**src/rtl/secded_enc_pkg.sv**
```systemverilog
package secded_enc_pkg;

    localparam int DATA_W      = 16;
    localparam int CHK_W       = 8;
    localparam int NARROW_CHK  = 6;
    localparam int WORD_BITS_W = 5;
    localparam int NARROW_BITS = DATA_W + NARROW_CHK;
    localparam int WIDE_BITS   = DATA_W + CHK_W;

    // Data-bit coverage of the two upper check bits
    localparam logic [DATA_W-1:0] ROW6_MASK = 16'hE900;
    localparam logic [DATA_W-1:0] ROW7_MASK = 16'hC8C3;

    // Index of the single lower check bit computed with odd parity
    localparam int ODD_LOW_ROW = 3;

    typedef struct packed {
        logic [CHK_W-1:0]       chk;
        logic [CHK_W-1:0]       store;
        logic [CHK_W-1:0]       keep;
        logic [WORD_BITS_W-1:0] bits;
    } enc_out_t;

    // Membership of one data bit in check bits 5..0 (its single-error syndrome)
    function automatic logic [NARROW_CHK-1:0] column_code(input int col);
        case (col)
            15:      return 6'h34;
            14:      return 6'h2A;
            13:      return 6'h29;
            12:      return 6'h25;
            11:      return 6'h32;
            10:      return 6'h1A;
            9:       return 6'h16;
            8:       return 6'h13;
            7:       return 6'h31;
            6:       return 6'h23;
            5:       return 6'h15;
            4:       return 6'h0B;
            3:       return 6'h2C;
            2:       return 6'h1C;
            1:       return 6'h0E;
            0:       return 6'h0D;
            default: return 6'h00;
        endcase
    endfunction

    // Data bits feeding one check bit: the lower rows are read from the column codes
    function automatic logic [DATA_W-1:0] row_mask(input int row);
        logic [DATA_W-1:0]     m;
        logic [NARROW_CHK-1:0] code;
        m = '0;
        if (row < NARROW_CHK) begin
            for (int j = 0; j < DATA_W; j++) begin
                code = column_code(j);
                m[j] = code[row];
            end
        end else if (row == NARROW_CHK) begin
            m = ROW6_MASK;
        end else begin
            m = ROW7_MASK;
        end
        return m;
    endfunction

    function automatic bit row_is_odd(input int row, input bit odd6, input bit odd7);
        if (row == ODD_LOW_ROW) return 1'b1;
        if (row == NARROW_CHK)  return odd6;
        if (row == NARROW_CHK + 1) return odd7;
        return 1'b0;
    endfunction

endpackage

```
**src/rtl/enc_parity_lane.sv**
```systemverilog
module enc_parity_lane
    import secded_enc_pkg::*;
#(
    parameter logic [DATA_W-1:0] MASK = '0,
    parameter bit                ODD  = 1'b0
) (
    input  logic [DATA_W-1:0] data_i,
    output logic              parity_o
);
    logic [DATA_W-1:0] picked;

    always_comb begin
        picked   = data_i & MASK;
        parity_o = (^picked) ^ ODD;
    end
endmodule

```
**src/rtl/enc_width_sel.sv**
```systemverilog
module enc_width_sel
    import secded_enc_pkg::*;
(
    input  logic                   narrow_i,
    output logic [CHK_W-1:0]       keep_o,
    output logic [WORD_BITS_W-1:0] bits_o
);
    for (genvar i = 0; i < CHK_W; i++) begin : g_keep
        if (i < NARROW_CHK) begin : g_always
            assign keep_o[i] = 1'b1;
        end else begin : g_wide_only
            assign keep_o[i] = ~narrow_i;
        end
    end

    assign bits_o = narrow_i ? WORD_BITS_W'(NARROW_BITS) : WORD_BITS_W'(WIDE_BITS);
endmodule

```
**src/rtl/secded_chk_encoder.sv**
```systemverilog
module secded_chk_encoder
    import secded_enc_pkg::*;
#(
    parameter bit REG_OUT = 1'b0,
    parameter bit ODD_CB6 = 1'b0,
    parameter bit ODD_CB7 = 1'b0
) (
    input  logic                   clk_i,
    input  logic                   rst_i,
    input  logic [DATA_W-1:0]      data_i,
    input  logic                   narrow_i,
    output logic [CHK_W-1:0]       chk_o,
    output logic [CHK_W-1:0]       chk_store_o,
    output logic [CHK_W-1:0]       keep_mask_o,
    output logic [WORD_BITS_W-1:0] word_bits_o
);
    logic [CHK_W-1:0]       chk_w;
    logic [CHK_W-1:0]       keep_w;
    logic [WORD_BITS_W-1:0] bits_w;
    enc_out_t               enc_d;
    enc_out_t               enc_q;
    enc_out_t               enc_o;

    for (genvar i = 0; i < CHK_W; i++) begin : g_lane
        enc_parity_lane #(
            .MASK (row_mask(i)),
            .ODD  (row_is_odd(i, ODD_CB6, ODD_CB7))
        ) u_lane (
            .data_i   (data_i),
            .parity_o (chk_w[i])
        );
    end

    enc_width_sel u_width (
        .narrow_i (narrow_i),
        .keep_o   (keep_w),
        .bits_o   (bits_w)
    );

    always_comb begin
        enc_d       = '0;
        enc_d.chk   = chk_w;
        enc_d.keep  = keep_w;
        enc_d.store = chk_w & keep_w;
        enc_d.bits  = bits_w;
    end

    always_ff @(posedge clk_i) begin
        if (rst_i) begin
            enc_q <= '0;
        end else begin
            enc_q <= enc_d;
        end
    end

    assign enc_o       = REG_OUT ? enc_q : enc_d;
    assign chk_o       = enc_o.chk;
    assign chk_store_o = enc_o.store;
    assign keep_mask_o = enc_o.keep;
    assign word_bits_o = enc_o.bits;
endmodule

```
**config.mk**
```make
export PLATFORM = sky130hd
export DESIGN_NAME = secded_chk_encoder
export DESIGN_NICKNAME = d
export VERILOG_FILES = /design/src/rtl/secded_enc_pkg.sv /design/src/rtl/enc_parity_lane.sv /design/src/rtl/enc_width_sel.sv /design/src/rtl/secded_chk_encoder.sv
export SDC_FILE = /design/constraint.sdc
export NUM_CORES = 1
export LEC_CHECK = 0
export ABC_AREA = 1
export BUFFER_PORTS_ARGS = -buffer_cell sky130_fd_sc_hd__buf_2
export CORE_MARGIN = 10
export CORE_UTILIZATION = 50
export DETAILED_ROUTE_END_ITERATION = 16
export GPL_ROUTABILITY_DRIVEN = 0
export PLACE_DENSITY = 0.91
export SLEW_MARGIN = 20
export SYNTH_ARGS = -nofsm -noshare
export SYNTH_HDL_FRONTEND = slang
export SYNTH_SLANG_ARGS = --single-unit
export TNS_END_PERCENT = 10
```
**constraint.sdc**
```tcl
create_clock -name vclk -period 2.5
set_input_delay 0.375 -clock vclk [all_inputs]
set_output_delay 0.375 -clock vclk [all_outputs]
set_load 0.005 [all_outputs]
```
## Word level (Yosys, flattened, before mapping)

Index checks and enable logic that the tools add are counted.

| storage, ports and cells | value |
|---|---|
| register bits after elaboration | 0 |
| latch bits | 0 |
| bits in writable memories | 0 |
| bits in read-only memories | 0 |
| output and inout port bits | 29 |
| word-level logic and storage cells | 12 |
| memories kept | 0 |

| operators by class | value |
|---|---|
| add/sub/neg operators | 0 |
| $mul | 0 |
| div/mod/pow operators | 0 |
| magnitude comparators | 0 |
| equality and inequality tests | 0 |
| shift operators | 0 |
| mux-type cells | 1 |
| bitwise logic cells | 3 |
| reductions and logical operators | 8 |

Operators by type and width:

| operator | number |
|---|---|
| 16-bit XOR reduction | 8 |
| 8-bit AND | 1 |
| 4-bit 2-to-1 mux | 1 |
| 1-bit inverter | 2 |

## Logic depth before layout (Yosys ltp)

Gate-level depths: netlist of run 1.

| depth | value |
|---|---|
| depth after elaboration | 3 |
| depth in mapped cells | 10 |

## Modules after synthesis

Synthesis of run 1 repeated with hierarchy kept, for this count alone.

| second synthesis, totals | value |
|---|---|
| cell total of the unflattened synthesis | 304 |
| area total of the unflattened synthesis | 1330.0 sq um |

Modules (own cells, without submodules):

| module | times used | cells an instance | area each (sq um) |
|---|---|---|---|
| enc_parity_lane (g_lane[1].u_lane ...) | 3 | 33 | 136.4 |
| enc_parity_lane (g_lane[0].u_lane ...) | 2 | 41 | 180.2 |
| enc_parity_lane (g_lane[3].u_lane) | 1 | 40 | 178.9 |
| enc_parity_lane (g_lane[7].u_lane) | 1 | 37 | 150.1 |
| enc_width_sel | 1 | 15 | 101.3 |
| enc_parity_lane (g_lane[6].u_lane) | 1 | 15 | 70.1 |
| secded_chk_encoder | 1 | 16 | 60.1 |

## Least setup slack after synthesis of run 1

OpenSTA, ideal clock, no wires.

| path | value |
|---|---|
| path kind | input port to output port |
| from | input port data_i[8] |
| to | output port chk_o[1] |
| data arrival time | 1.080 ns |
| data required time | 2.125 ns |
| setup slack | 1.045 ns |
| stages on the path | 8 |
| buffers on the path | 2 |
| path through | buf_2 > xnor2_1 > nand2_1 > nand2_1 > inv_1 > nand2_1 > nand2_1 > buf_4 |

| between the ends | value |
|---|---|
| cells in the longest elaborated chain, start to end | 1 |

RTL lines:

| what | RTL line | text |
|---|---|---|
| from (decl) | secded_chk_encoder.sv:10 | `input logic [DATA_W-1:0] data_i,` |
| 16-bit XOR reduction | enc_parity_lane.sv:14 | `parity_o = (^picked) ^ ODD;` |
| to (decl) | secded_chk_encoder.sv:12 | `output logic [CHK_W-1:0] chk_o,` |

Every way passes these cells.

## Worst setup path in the final report of run 1

| path | value |
|---|---|
| from | input port data_i[3] |
| to | output port chk_store_o[2] |

| between the ends | value |
|---|---|
| cells in the longest elaborated chain, start to end | 2 |

RTL lines:

| what | RTL line | text |
|---|---|---|
| 16-bit XOR reduction | enc_parity_lane.sv:14 |  |
| 8-bit AND | secded_chk_encoder.sv:44 | `enc_d.store = chk_w & keep_w;` |
| to (decl) | secded_chk_encoder.sv:13 | `output logic [CHK_W-1:0] chk_store_o,` |

Every way passes these cells.

==> flow_summary.yaml, run 1 <==
power:
  switching_share_pct: 55.86
  power.density_nw_per_um2: 281.6
  comb_power_share_pct: 100.0
  seqPwrFrac_pct: 0
  share_clk_of_total_power_pct: 0
  p_int_mw: 0.1017
  maximum_vdd_ir_drop_mv: 0.1441
  switching_power_mw: 0.1287
  power.leakage_nw: 0.5540
global_route:
  grt-ovfl-total: 0
  use_met1_pct: 10.24
  first_global_vias: 750
  global_routing_s_busiest_layer: "met2"
  wire_length_of_the_first_global_routing_pass_mm: 3.001
  grt.met2_usage_pct: 19.85
  grt_start_max_net_pins: 6
  globalRouteMet3Util_pct: 1.717
  grtUsageTotal_pct: 9.784
  antenna_violations_before_repair: 0
floorplanning:
  std_cell_rows: 14
  num_io_pins: 48
  die_h_um: 59.64
  die_width_um: 59.64
  area_of_the_die_um2: 3557
  design.core.area_um2: 1489
  start_util_pct: 52.77
critical_path:
  path_max_fanout: 3
  critical_setup_path_kind: "in2out"
  critical_path.max_stage_delay_ns: 0.27
  crit_path_top_delay_cell: "sky130_fd_sc_hd__xnor2_1"
  crit_path_cell_trace: "buf_2 -> xnor2_1 -> xor2_1 -> nand2_1 -> nand2_1 -> buf_2"
  cp.required_ns: 2.12
  cp.arrival_ns: 1.25
  critical-path-top-delay-family: "XOR/XNOR gates"
  crit_path_start_kind: "input pin"
  worstPathBufferInverterCount: 2
  setup.worst_path.end_class: "output pin"
synthesis:
  seq_area_frac_synth_pct: 0
  synth_area_um2: 785.8
  synth_xor_area_share_pct: 21.18
  yosys-mux-area-fraction_pct: 0
  yosys_warnings: 0
  synth_simple_gate_area_share_pct: 43.63
  avgSynthCellArea_um2: 5.274
  synth_cells: 149
  yosysUniqueCellTypes: 15
  synthAdderAreaFrac_pct: 0
  main_combinational_cell_family_by_area_after_synthesis: "simple AND/OR/NAND/NOR gates"
  synth_area_in_compound_gates_pct: 0.6369
routing:
  avgViaCountPerCell: 4.505
  postRouteAntennaNets: 0
  detailedRoute.firstIterationViolations: 23
  num_vias: 820
  routed_wirelength_mm: 1.909
  detail_route.wl_per_cell_um: 10.49
  drt-pass1-iter-count: 4
  drt_drc_violations_left: 0
sta:
  hold_viol: 0
  layout_worst_path_cycle_share_pct: 65.18
  fin_setup_tns_ns: 0
  max_slew_violation_count: 0
  setup_repair_after_global_routing_missed_its_margin: "no"
  timing.final.crit_period_ns: 1.630
  maxClockFrequency_mhz: 613.7
  setup_viol_count_final: 0
worst_hold_path:
  hold-path-endpoint: "word_bits_o[2]"
  min_path_type: "in2out"
  worstHoldStart: "narrow_i"
  whs_path_depth: 2
final_layout:
  layout_sequential_cell_count: 0
  seqCellArea_um2: 0
  final_cell_mix: "sky130_fd_sc_hd__nand2_1 (61), sky130_fd_sc_hd__buf_2 (38), sky130_fd_sc_hd__inv_1 (15)"
  fillerInstances: 145
  clock_buffers: 0
  finalCoreUtilization_pct: 54.96
  final_cell_count_no_fill: 182
  layout.cells.most_common: "sky130_fd_sc_hd__nand2_1"
  drive_above_1_share_pct: 24.70
  area_growth_syn_to_layout_pct: 4.140
  design.final.nets: 187
  diodes: 0
place:
  place.detailed.instances: 182
  port_buffers: 38
  hpwl_mm: 1.760
flow_run:
  cap_violations: 0
clock_tree:
  post_cts.repair.setup_buffers: 0
  cts_repair_resize_count: 0
  postCtsHoldBufs: 0
outcome:
  run_status: "complete, no violations"
[area by class of cell]
class | instances | area (µm²) | area share [%]
Multi-Input combinational cell | 111 | 544.3 | 66.51
Tap cell | 16 | 20.02 | 2.446
Timing Repair Buffer | 38 | 190.2 | 23.24
Inverter | 17 | 63.81 | 7.798
[worst max path at each step]
stage	startpoint	endpoint	slack [ns]	cells after the start
2_1_floorplan	data_i[8]	chk_o[1]	1.04	8
5_1_grt	data_i[3]	chk_store_o[3]	0.73	6
4_1_cts	data_i[3]	chk_store_o[2]	0.86	6
3_3_place_gp	data_i[3]	chk_o[3]	0.88	6
6_report	data_i[3]	chk_store_o[2]	0.87	6
3_5_place_dp	data_i[3]	chk_store_o[2]	0.86	6
[Yosys cell counts (all sizes together)]
master,n,share of area [%]
a21oi,1,0.64
and2,2,1.6
buf,27,25
conb,2,0.96
inv,17,8.1
nand2,62,30
nand2b,3,2.4
nand3,10,6.4
nand3b,1,0.96
nor2,5,2.4
xnor2,12,13
xor2,7,7.8
[per-stage QoR]
step | hold slack, ns | area [µm²] | setup WS, ns | power (mW)
5_1_grt | 0.9946 | 818.3 | 0.7322 | 0.2638
4_1_cts | 0.9817 | 818.3 | 0.8567 | 0.2336
3_3_place_gp | 0.9737 | 818.3 | 0.8810 | 0.2251
2_1_floorplan | 0.7776 | 808.3 | 1.045 | 0.2140
3_5_place_dp | 0.9818 | 818.3 | 0.8567 | 0.2331
6_report | 0.9809 | 818.3 | 0.8705 | 0.2304
[cells by family after synthesis]
| kind of cell | Yosys count |
|---|---|
| XOR/XNOR | 19 |
| AO/OA/AOI/OAI | 1 |
| other | 2 |
| AND/OR/NAND/NOR | 83 |
| buffers and inverters | 44 |
[power groups by stage]
stage	sequential (mW)	combinational [mW]	clock [mW]
after floorplan	0	0.214	0
after global placement	0	0.225	0
after detailed placement	0	0.233	0
after CTS	0	0.234	0
after global routing	0	0.264	0
final	0	0.230	0
[per-layer routing]
| metal | vias to the layer above | part of all wire, % |
|---|---|---|
| met5 | - | 0 |
| met4 | 0 | 0 |
| met3 | 0 | 6.8 |
| met2 | 30 | 53 |
| met1 | 349 | 40 |
| li1 | 441 | - |
No activity file was read; power rests on OpenSTA's default activity.
==> run 2: changes to the inputs <==
--- a/config.mk
+++ b/config.mk
@@ -8,10 +8,10 @@
 export ABC_AREA = 1
 export BUFFER_PORTS_ARGS = -buffer_cell sky130_fd_sc_hd__buf_2
 export CORE_MARGIN = 10
-export CORE_UTILIZATION = 50
+export CORE_UTILIZATION = 46
 export DETAILED_ROUTE_END_ITERATION = 16
 export GPL_ROUTABILITY_DRIVEN = 0
-export PLACE_DENSITY = 0.91
+export PLACE_DENSITY = 0.85
 export SLEW_MARGIN = 20
 export SYNTH_ARGS = -nofsm -noshare
 export SYNTH_HDL_FRONTEND = slang
==> constraint.sdc (replaced) <==
create_clock -name vclk -period 1.5
set_input_delay 0.225 -clock vclk [all_inputs]
set_output_delay 0.225 -clock vclk [all_outputs]
set_load 0.005 [all_outputs]
==> flow_summary.yaml, run 2 (synthesis results as in run 1) <==
sta:
  layout_worst_path_cycle_share_pct: 89.86
  hold_viol: 0
  setup_viol_count_final: 0
  maxClockFrequency_mhz: 741.9
  timing.final.crit_period_ns: 1.348
  setup_repair_after_global_routing_missed_its_margin: "no"
  fin_setup_tns_ns: 0
  worst_slack_ns: 0.1521
  max_slew_violation_count: 0
  hold-worst-slack_ns: 0.6765
clock_tree:
  post_cts.repair.setup_buffers: 0
  cts_repair_resize_count: 0
  postCtsHoldBufs: 0
final_layout:
  layout.cells.most_common: "sky130_fd_sc_hd__nand2_1"
  layout_sequential_cell_count: 0
  design.final.nets: 187
  final_cell_mix: "sky130_fd_sc_hd__nand2_1 (61), sky130_fd_sc_hd__buf_2 (38), sky130_fd_sc_hd__inv_1 (15)"
  diodes: 0
  area_growth_syn_to_layout_pct: 4.140
  drive_above_1_share_pct: 24.70
  seqCellArea_um2: 0
  fillerInstances: 167
  clock_buffers: 0
routing:
  num_vias: 791
  routed_wirelength_mm: 1.820
  drt_drc_violations_left: 0
  detailedRoute.firstIterationViolations: 14
  drt-pass1-iter-count: 4
  postRouteAntennaNets: 0
  avgViaCountPerCell: 4.346
  detail_route.wl_per_cell_um: 10.00
floorplanning:
  start_util_pct: 50.40
  area_of_the_die_um2: 3761
  design.core.area_um2: 1559
  die_h_um: 61.33
  num_io_pins: 48
  die_width_um: 61.33
  std_cell_rows: 14
critical_path:
  cp.required_ns: 1.27
  critical_setup_path_kind: "in2out"
  worstPathBufferInverterCount: 2
  critical_path.max_stage_delay_ns: 0.28
  path_max_fanout: 3
  setup.worst_path.end_class: "output pin"
  crit_path_cell_trace: "buf_2 -> xnor2_1 -> xor2_1 -> nand2_1 -> nand2_1 -> buf_2"
  critical-path-top-delay-family: "XOR/XNOR gates"
  crit_path_top_delay_cell: "sky130_fd_sc_hd__xnor2_1"
  cp.arrival_ns: 1.12
  crit_path_start_kind: "input pin"
power:
  finalPower_mw: 0.3819
  power.leakage_nw: 0.5540
  maximum_vdd_ir_drop_mv: 0.2430
  power.density_nw_per_um2: 466.7
outcome:
  run_status: "complete, no violations"
worst_hold_path:
  worstHoldStart: "narrow_i"
  min_path_type: "in2out"
  whs_path_depth: 2
  hold-path-endpoint: "word_bits_o[2]"
global_route:
  grt-ovfl-total: 0
  wire_length_of_the_first_global_routing_pass_mm: 2.898
  antenna_violations_before_repair: 0
  first_global_vias: 725
  grtUsageTotal_pct: 9.114
  grt_start_max_net_pins: 6
place:
  preCtsSetupSlack_ns: 0.1490
  port_buffers: 38
  hpwl_mm: 1.681
flow_run:
  cap_violations: 0
## run 2: cell counts in the layout (fill, tap and decap cells not counted)
Identical to the previous run, type by type.
## run 2: worst max-delay path by stage
stage	start	to	slack, ns	cells past startpoint
global route	data_i[4]	chk_store_o[3]	0.005	7
detailed placement	data_i[3]	chk_store_o[2]	0.15	6
floorplan	data_i[8]	chk_o[1]	0.34	8
global placement	data_i[3]	chk_o[2]	0.17	6
finish	data_i[3]	chk_store_o[2]	0.15	6
CTS	data_i[3]	chk_store_o[2]	0.15	6
## run 2: per-layer routing
layer  wire (µm)  vias up  share of wire [%]  global-route usage [%]
met5           0        -                  0                       0
met4           0        0                  0                       0
met3         122        0                6.7                  0.6173
met2         890       25                 49                   17.90
met1         807      322                 44                   11.06
li1            -      444                  -                       -
## run 2: layout make-up
| cell class | count | area, µm² | share of cell area (%) |
|---|---|---|---|
| Timing Repair Buffer | 38 | 190.2 | 23.24 |
| Inverter | 17 | 63.81 | 7.798 |
| Tap cell | 16 | 20.02 | 2.446 |
| Multi-Input combinational cell | 111 | 544.3 | 66.51 |
## run 2: through the flow
step                      util (%)  cells  cell area (µm²)
after global placement       52.49    182            818.3
after detailed placement     52.49    182            818.3
after CTS                    52.49    182            818.3
final                        52.49    182            818.3
after floorplan                  -    155            808.3
after global routing         52.49    182            818.3
## run 2: power breakdown
part           internal (mW)  total (mW)  switching (mW)  leakage [nW]
logic                  0.170       0.382           0.212         0.554
registers                  0           0               0             0
clock network              0           0               0             0
==> run 3: changes to the inputs <==
--- a/config.mk
+++ b/config.mk
@@ -7,11 +7,14 @@
 export LEC_CHECK = 0
 export ABC_AREA = 1
 export BUFFER_PORTS_ARGS = -buffer_cell sky130_fd_sc_hd__buf_2
+export CELL_PAD_IN_SITES_DETAIL_PLACEMENT = 2
+export CELL_PAD_IN_SITES_GLOBAL_PLACEMENT = 2
+export CORE_ASPECT_RATIO = 0.75
 export CORE_MARGIN = 10
-export CORE_UTILIZATION = 46
+export CORE_UTILIZATION = 20
 export DETAILED_ROUTE_END_ITERATION = 16
 export GPL_ROUTABILITY_DRIVEN = 0
-export PLACE_DENSITY = 0.85
+export PLACE_DENSITY_LB_ADDON = 0.1
 export SLEW_MARGIN = 20
 export SYNTH_ARGS = -nofsm -noshare
 export SYNTH_HDL_FRONTEND = slang
==> flow_summary.yaml, run 3 (synthesis results as in run 1) <==
sta:
  hold_viol: 0
  max_slew_violation_count: 0
  setup_repair_after_global_routing_missed_its_margin: "no"
  setup_viol_count_final: 0
  fin_setup_tns_ns: 0
  layout_worst_path_cycle_share_pct: 92.09
  maxClockFrequency_mhz: 723.9
  hold-worst-slack_ns: 0.6837
  timing.final.crit_period_ns: 1.381
floorplanning:
  start_util_pct: 21.05
  die_h_um: 74.28
  design.core.area_um2: 3732
  num_io_pins: 48
  die_width_um: 92.38
  area_of_the_die_um2: 6862
  std_cell_rows: 19
final_layout:
  diodes: 0
  layout_sequential_cell_count: 0
  area_growth_syn_to_layout_pct: 12.42
  layout.cells.most_common: "sky130_fd_sc_hd__nand2_1"
  final_cell_mix: "sky130_fd_sc_hd__nand2_1 (60), sky130_fd_sc_hd__buf_2 (36), sky130_fd_sc_hd__inv_1 (15)"
  clock_buffers: 0
  design.final.nets: 187
  drive_above_1_share_pct: 26.51
  seqCellArea_um2: 0
place:
  hpwl_mm: 2.536
  port_buffers: 38
global_route:
  first_global_vias: 949
  grt-ovfl-total: 0
  grtUsageTotal_pct: 7.376
  wire_length_of_the_first_global_routing_pass_mm: 4.367
  grt_start_max_net_pins: 6
  antenna_violations_before_repair: 0
routing:
  num_vias: 868
  postRouteAntennaNets: 0
  detailedRoute.firstIterationViolations: 27
  avgViaCountPerCell: 3.982
  routed_wirelength_mm: 2.675
  drt_drc_violations_left: 0
  drt-pass1-iter-count: 4
  detail_route.wl_per_cell_um: 12.27
power:
  seqPwrFrac_pct: 0
  power.leakage_nw: 0.5635
  p_int_mw: 0.1735
  share_clk_of_total_power_pct: 0
  switching_share_pct: 57.50
  comb_power_share_pct: 100.0
  maximum_vdd_ir_drop_mv: 0.09871
  switching_power_mw: 0.2348
  power.density_nw_per_um2: 462.2
critical_path:
  cp.arrival_ns: 1.16
  setup.worst_path.end_class: "output pin"
  critical_setup_path_kind: "in2out"
  crit_path_start_kind: "input pin"
  path_max_fanout: 4
  cp.required_ns: 1.27
flow_run:
  cap_violations: 0
worst_hold_path:
  hold-path-endpoint: "word_bits_o[2]"
  worstHoldStart: "narrow_i"
  min_path_type: "in2out"
  whs_path_depth: 2
outcome:
  run_status: "complete, no violations"
[run 3: cell count changes in the layout (fill, tap and decap cells not counted), sizes merged]
cell	before	now
buf	38	36
clkbuf	0	2
[run 3: worst max-delay path: stages]
cell and delay, ns:
sky130_fd_sc_hd__buf_2 0.12, sky130_fd_sc_hd__inv_1 0.10, sky130_fd_sc_hd__nand2_1 0.06, sky130_fd_sc_hd__nand2_1 0.10
sky130_fd_sc_hd__xor2_1 0.25, sky130_fd_sc_hd__nand2_1 0.09, sky130_fd_sc_hd__nand2_1 0.09, sky130_fd_sc_hd__buf_2 0.12
[run 3: area by class of cell]
class | count | area [µm²]
fillers | 492 | 2849
inverters | 17 | 63.81
multi-input cells | 111 | 559.3
well taps | 52 | 65.06
repair buffers | 38 | 195.2
[run 3: per-layer routing]
layer / vias up / routed length, µm / part of all wire [%] / global-route usage, %
li1: 440 / - / - / -
met1: 408 / 1210 / 45 / 8.829
met2: 20 / 1297 / 48 / 14.37
met3: 0 / 168 / 6.3 / 1.206
met4: 0 / 0 / 0 / 0
met5: - / 0 / 0 / 0
[run 3: repair_timing]
item	CTS	global route
gates resized for setup	0	5
buffers inserted	0	0
hold buffers	0	0
setup endpoints to repair	0	4
[run 3: how the worst max path moves through the flow]
| stage | from | end | slack (ns) | cells after the start |
|---|---|---|---|---|
| 3_3_place_gp | data_i[3] | chk_o[2] | 0.14 | 6 |
| 2_1_floorplan | data_i[8] | chk_o[1] | 0.34 | 8 |
| 3_5_place_dp | data_i[15] | chk_store_o[5] | 0.07 | 10 |
| 4_1_cts | data_i[15] | chk_store_o[5] | 0.07 | 10 |
| 6_report | data_i[0] | chk_store_o[2] | 0.12 | 8 |
| 5_1_grt | data_i[0] | chk_o[2] | 0.002 | 8 |
[run 3: metrics by stage]
stage	setup slack, ns	instances	total power, mW	util, %	area (µm²)
detailed placement	0.07461	218	0.4135	23.13	863.3
global placement	0.1417	218	0.3955	23.13	863.3
global route	0.002291	218	0.4734	23.67	883.3
finish	0.1186	218	0.4083	23.67	883.3
CTS	0.06988	218	0.4151	23.13	863.3
floorplan	0.3449	155	0.3566	-	808.3
[run 3: power by group through the flow]
stage	logic (mW)	registers (mW)	clock network, mW
2_1_floorplan	0.357	0	0
3_3_place_gp	0.396	0	0
3_5_place_dp	0.413	0	0
4_1_cts	0.415	0	0
5_1_grt	0.473	0	0
6_report	0.408	0	0
